## src/rtl/stag_pwm_pkg.sv

```systemverilog
package stag_pwm_pkg;
    localparam int unsigned DEF_CW   = 4;
    localparam int unsigned DEF_CH_N = 4;
endpackage

```

## src/rtl/stag_pwm_tbase.sv

```systemverilog
module stag_pwm_tbase #(
    parameter int unsigned CW = stag_pwm_pkg::DEF_CW
) (
    input  logic          clk,
    input  logic          rst,
    input  logic          osc_tick,
    output logic [CW-1:0] cnt,
    output logic          wrap
);
    localparam logic [CW-1:0] LAST = {CW{1'b1}};

    typedef struct packed {
        logic [CW-1:0] cnt;
    } tb_st_t;

    tb_st_t st_d, st_q;

    always_comb begin
        st_d = st_q;
        if (osc_tick) begin
            st_d.cnt = st_q.cnt + 1'b1;
        end
    end

    always_ff @(posedge clk) begin
        if (rst) begin
            st_q <= '0;
        end else begin
            st_q <= st_d;
        end
    end

    assign cnt  = st_q.cnt;
    assign wrap = osc_tick && (st_q.cnt == LAST);
endmodule

```

## src/rtl/stag_pwm_lane.sv

```systemverilog
module stag_pwm_lane #(
    parameter int unsigned CW    = stag_pwm_pkg::DEF_CW,
    parameter bit          TRAIL = 1'b0
) (
    input  logic          clk,
    input  logic          rst,
    input  logic          wrap,
    input  logic [CW-1:0] cnt,
    input  logic [CW-1:0] code_in,
    input  logic          oc_trip,
    input  logic          uv_off,
    output logic          tmg,
    output logic          drv,
    output logic [CW-1:0] code
);
    localparam logic [CW-1:0] FULL = {CW{1'b1}};
    localparam logic [CW-1:0] ONE  = CW'(1);

    typedef struct packed {
        logic [CW-1:0] code;
        logic          blank;
    } lane_st_t;

    lane_st_t st_d, st_q;
    logic     code_zero;
    logic [CW-1:0] thr;

    always_comb begin
        st_d = st_q;
        if (wrap) begin
            st_d.code  = code_in;
            st_d.blank = oc_trip;
        end else begin
            st_d.blank = st_q.blank | oc_trip;
        end
    end

    always_ff @(posedge clk) begin
        if (rst) begin
            st_q <= '0;
        end else begin
            st_q <= st_d;
        end
    end

    assign code_zero = (st_q.code == '0);

    generate
        if (TRAIL) begin : g_trail
            assign thr = code_zero ? ONE : st_q.code;
            assign tmg = (cnt >= thr);
        end else begin : g_lead
            assign thr = code_zero ? FULL : st_q.code;
            assign tmg = (cnt < thr);
        end
    endgenerate

    assign drv  = tmg && !code_zero && !st_q.blank && !oc_trip && !uv_off;
    assign code = st_q.code;
endmodule

```

## src/rtl/stag_pwm.sv

```systemverilog
module stag_pwm #(
    parameter int unsigned CW   = stag_pwm_pkg::DEF_CW,
    parameter int unsigned CH_N = stag_pwm_pkg::DEF_CH_N
) (
    input  logic               clk,
    input  logic               rst,
    input  logic               osc_tick,
    input  logic [CH_N*CW-1:0] duty_in,
    input  logic               uv_off,
    input  logic [CH_N-1:0]    oc_trip,
    output logic [CH_N-1:0]    pwm_tmg,
    output logic [CH_N-1:0]    drv_en
);
    logic [CW-1:0]      cnt;
    logic               wrap;
    logic [CH_N*CW-1:0] code_hold;

    stag_pwm_tbase #(.CW(CW)) u_tbase (
        .clk      (clk),
        .rst      (rst),
        .osc_tick (osc_tick),
        .cnt      (cnt),
        .wrap     (wrap)
    );

    for (genvar k = 0; k < CH_N; k++) begin : g_lane
        stag_pwm_lane #(.CW(CW), .TRAIL((k % 2) == 1)) u_lane (
            .clk     (clk),
            .rst     (rst),
            .wrap    (wrap),
            .cnt     (cnt),
            .code_in (duty_in[k*CW +: CW]),
            .oc_trip (oc_trip[k]),
            .uv_off  (uv_off),
            .tmg     (pwm_tmg[k]),
            .drv     (drv_en[k]),
            .code    (code_hold[k*CW +: CW])
        );
    end
endmodule

```

## config.mk

```make
export PLATFORM = sky130hd
export DESIGN_NAME = stag_pwm
export DESIGN_NICKNAME = d
export VERILOG_FILES = /design/src/rtl/stag_pwm_pkg.sv /design/src/rtl/stag_pwm_tbase.sv /design/src/rtl/stag_pwm_lane.sv /design/src/rtl/stag_pwm.sv
export SDC_FILE = /design/constraint.sdc
export NUM_CORES = 1
export LEC_CHECK = 0
export BUFFER_PORTS_ARGS = -buffer_cell sky130_fd_sc_hd__buf_2
export CAP_MARGIN = 20
export CORE_UTILIZATION = 40
export CTS_CLUSTER_DIAMETER = 60
export DETAILED_ROUTE_END_ITERATION = 8
export SLEW_MARGIN = 20
export SYNTH_ARGS = -nofsm -noshare
export SYNTH_HDL_FRONTEND = slang
export SYNTH_HIERARCHICAL = 1
export SYNTH_SLANG_ARGS = --single-unit
```

## constraint.sdc

```tcl
create_clock -name clk -period 1.86 [get_ports clk]
set_input_delay 0.279 -clock clk [delete_from_list [all_inputs] [get_ports clk]]
set_output_delay 0.279 -clock clk [all_outputs]
set_load 0.02 [all_outputs]
```

## Word-level counts from Yosys, hierarchy flattened

Index checks and enable logic that the tools add are counted.

- Output and inout bits: 8
- Input bits: 24
- Register bits after elaboration: 24
- Word-level logic and storage cells: 61

- Bitwise gates (word level): 4
- Multiplexer cells: 8
- Order comparisons: 4
- Add/subtract/negate cells: 1
- Reductions and logical operators: 34
- Equal/unequal tests: 1

Operator list:

| kind | number |
|---|---|
| logical AND 1 bit | 17 |
| zero test 4 bit | 4 |
| two-way mux 4 bit | 4 |
| zero test 1 bit | 13 |
| >= comparator 4 bit | 2 |
| < comparator 4 bit | 2 |
| adder 4 x 1 -> 4 bit, second input constant | 1 |
| == test 4 bit, second input constant | 1 |
| two-way mux 1 bit | 4 |
| OR 1 bit | 4 |

## Longest topological paths before layout

- Depth in word-level cells: 7
- Gate-level depth with buffers: 7
- Mapped depth without buffers: 7

## Cells and area by module

Netlist, hierarchy kept.

By module, submodules not included:

| module | times used | seq. area each (um^2) | cells each | area each (um^2) |
|---|---|---|---|---|
| stag_pwm_lane at g_lane[1].u_lane ... | 2 | 100.1 | 39 | 329.1 |
| stag_pwm_lane at g_lane[0].u_lane ... | 2 | 100.1 | 39 | 321.6 |
| stag_pwm_tbase | 1 | 80.1 | 17 | 188.9 |

## Least setup slack after synthesis

Ideal clock, no wire load.

- Path kind: reg-to-output
- From: reg g_lane[0].u_lane.st_q, in the netlist g_lane[0].u_lane/code[1]
- To: out drv_en[0]
- Data required time: 1581 ps
- Slack: -316 ps
- Arrival time: 1897 ps
- Buffers on the path: 0
- Stages on the path, launching flop included: 8
- Cell sequence: dfxtp_1 or3_4 nor2_2 nor2_1 ha_1 a21oi_1 o21ai_1 nor3_1

- Word-level cells in the longest chain between the ends: 7
- Elaborated cells on any way between the ends: 8
- Classes of those cells: order compare: 1; mux: 1; reduce/logical: 6

Ends and longest elaborated chain:

| what | RTL line | RTL |
|---|---|---|
| start: declaration | stag_pwm_lane.sv:24 | `lane_st_t st_d, st_q;` |
| start signal: assignment | stag_pwm_lane.sv:42 | `st_q <= st_d;` |
| zero test 4 bit | stag_pwm_lane.sv:46 | `assign code_zero = (st_q.code == '0);` |
| two-way mux 4 bit | stag_pwm_lane.sv:53 | `assign thr = code_zero ? FULL : st_q.code;` |
| < comparator 4 bit | stag_pwm_lane.sv:54 | `assign tmg = (cnt < thr);` |
| logical AND 1 bit (*) (4 in series) | stag_pwm_lane.sv:58 | `assign drv = tmg && !code_zero && !st_q.blank && !oc_trip && !uv_off;` |
| end: declaration | stag_pwm.sv:12 | `output logic [CH_N-1:0] drv_en` |

Mark *: on every way between the ends. The rest lies on a longest branch, timed or not.

## Worst setup path in the final report

- From: reg g_lane[0].u_lane.st_q, in the netlist g_lane[0].u_lane/code[2]
- To: out drv_en[0]

The elaborated chain is that of the path after synthesis.

==> results by group <==
Setup path
  • Worst setup path start: g_lane[0].u_lane/code[2]
  • Reg2reg setup slack: 0.18 ns
  • FF-to-FF path depth: 6
  • Worst path slowest cell: or3_4
  • Worst Path Max Fanout: 3
  • CP endpoint kind: primary output
  • Setup crit end: drv_en[0]
  • Crit-path cells: or3_4 > nor2_4 > nor2_2 > ha_4 > a21oi_2 > o21ai_2 > nor3_2 > buf_4
  • Crit. path cell count: 8
  • WS Path Type: reg -> out
  • Critical Path AT: 2.08 ns
  • Max stage delay on crit path: about 0.40 ns
  • RR Startpoint: u_tbase/cnt[0]
  • Worst endpoint required time: 1.58 ns
  • WP buf/inv: 1
  • Worst reg2reg path endpoint: g_lane[3].u_lane/code[3]
  • Critical path's top delay family: simple AND/OR/NAND/NOR gates
  • Worst setup SP type: flip-flop

STA
  • Max Clock Freq: 423.2 MHz
  • Skew final: 0.004856 ns
  • Final slew viol count: 0
  • # setup viols final: 8
  • Fin crit share: 127.1%
  • Tightest Pin Transition: 0.3548 ns
  • Rel. slew slack: 76.31%
  • Hold Fails Final Rpt: 0
  • RSZ-0062 raised after global routing: yes
  • Min Clock Period, post-route: 2.363 ns
  • Final worst slack: -0.5031 ns

Clocking
  • CTS H-tree lvls: 1
  • Root Driver: clkbuf_4
  • CTS Buffer Depth: 2
  • CTS tree: yes
  • Worst skew pair latency: 0.31 ns
  • Worst-path clk slew: 0.12 ns
  • CTS buffer count: 3
  • Clock Sinks: 24

Synthesis
  • Mean Syn Cell Area: 8.727 um2
  • Post-Synthesis Cells: approximately 160
  • Syn_nets: 196
  • Yosys Warn Count: 6
  • Area of the mapped netlist: 0.001370 mm2

Global routing
  • Initial antenna violation count: 0
  • GRT overflow: 0
  • First-pass GRT wire length: 5333 um
  • Vias in the first global route: 1267
  • Largest net degree at the start of global routing: 21
  • Total track usage: 19.50%

Cells and area
  • # fillers: 285
  • FF+latch area: 498.0 um2
  • Area Growth Syn to Fin: 42.74%
  • Layout cells sized above 1: 50.49%
  • Final net count: 245
  • # diodes: 0
  • Multi-input gate area: 0.001003 mm2

Place
  • Input/output buffers: 31
  • Global placer's final weighted congestion: 0.8275
  • Final HPWL DP: approximately 2300 um
  • Pre-CTS WS: -0.1634 ns

Routing
  • Via Count: 1263
  • WL final: 3350 um
  • DRT iter0 DRCs: 18
  • Post-route ant nets: 0
  • Vias per cell: 5.093
  • 1st-pass router iterations: 4
  • Wire length per cell: 13.51 um
  • DRC: 0

Floorplan
  • Horiz. Die Dim: 60.53 um
  • # rows: 20
  • Die area: 0.003663 mm2
  • Die Y: 60.53 um
  • Io pins: 32
  • Core region area: roughly 0.0032 mm2
  • Starting Density: approximately 43%

Power and ir drop
  • Power density over the cells: about 470 mW/mm2
  • Sw power: 247.1 uW
  • Internal: about 680 uW
  • Sw frac: 26.60%
  • Clock Power Share: 24.0%
  • Worst vdd ir: 0.0002286 V
  • Comb pwr share: a little under a fifth
  • LEAKAGE: 0.8292 nW
  • Seq pwr share: about 58%
  • Final Power: 928.9 uW

Run
  • Max_cap viols: 0

Status
  • Status: finished with violations
  • Failing checks: setup timing

Worst hold path
  • Tightest Hold Check Type: in -> reg
-- worst min-delay path by stage --
stage / start / endpoint / slack (ns) / cells after the start
6_report: oc_trip[3] / g_lane[3].u_lane/st_q[0] / 0.19 / 3
3_3_place_gp: g_lane[1].u_lane/st_q[0] / g_lane[1].u_lane/st_q[0] / 0.46 / 2
3_5_place_dp: g_lane[3].u_lane/st_q[0] / g_lane[3].u_lane/st_q[0] / 0.47 / 2
2_1_floorplan: rst / u_tbase/cnt[2] / 0.35 / 1
5_1_grt: oc_trip[1] / g_lane[1].u_lane/st_q[0] / 0.19 / 3
4_1_cts: oc_trip[3] / g_lane[3].u_lane/st_q[0] / 0.18 / 3
-- worst min-delay path, stage by stage --
cell,delay (ns)
buf_2,0.08
a21oi_1,0.03
nor2_1,0.07
-- metal layers --
| metal | part of all wire, % | vias to the layer above | GRT usage (%) |
|---|---|---|---|
| met1 | 44 | 600 | 23.36 |
| li1 | - | 637 | - |
| met2 | 53 | 22 | 35.64 |
| met3 | 2.3 | 4 | 2.345 |
| met5 | 0 | - | 0 |
| met4 | 0.81 | 0 | 7.143 |
-- cell usage in the layout (no fill, tap or decap), types with 2 or more instances in the layout --
cell type and n:
nor4_4 2, clkbuf_4 3, or2_4 2, or3_1 2, a21oi_2 9, o21ai_2 2
or3_4 2, mux2i_1 17, nand2_1 2, dfxtp_1 12, o21a_1 2, nand3_2 2
dfxtp_2 11, buf_4 20, buf_6 3, buf_2 24, ha_1 11, o21ai_4 2
a21oi_1 6, a211oi_2 2, nor2_4 2, inv_1 13, ha_4 4, nor2_1 30
nor2_2 3, or4_1 2, nor3_2 3
-- registers in the layout, summed over array words and instances, names as in the netlist --
name / count
g_lane.u_lane/st_q: 4
g_lane.u_lane/code: 16
u_tbase/cnt: 4
-- what timing repair did --
| action | CTS | global route |
|---|---|---|
| hold buffers | 0 | 0 |
| buffers inserted | 3 | 0 |
| setup endpoints to repair | 8 | 8 |
| pin swaps | 10 | 21 |
| resized for setup | 27 | 26 |
-- area by class of cell --
| type | count | share of cell area (%) |
|---|---|---|
| flip-flops and latches | 24 | 25.46 |
| multi-input cells | 115 | 51.31 |
| inverters | 14 | 2.687 |
| repair buffers | 48 | 16.57 |
| well taps | 44 | 2.815 |
| clock buffers | 3 | 1.152 |
-- power groups by stage --
stage	logic, mW	registers, mW	clock network (mW)
3_3_place_gp	0.120	0.546	0
5_1_grt	0.187	0.536	0.246
2_1_floorplan	0.0616	0.546	0
3_5_place_dp	0.127	0.547	0
4_1_cts	0.143	0.535	0.232
6_report	0.171	0.535	0.223
-- stage by stage --
stage	setup TNS, ns	std cells	hold slack [ns]	utilization [%]	instance area, um2
2_1_floorplan	-0.3591	157	0.3481	-	1398
3_3_place_gp	-0.3789	242	0.4595	54.17	1708
3_5_place_dp	-0.5380	242	0.4714	54.17	1708
4_1_cts	-2.431	248	0.1751	58.37	1841
5_1_grt	-3.087	248	0.1948	62.02	1956
6_report	-2.381	248	0.1854	62.02	1956
(Power assumes the default switching activity.)
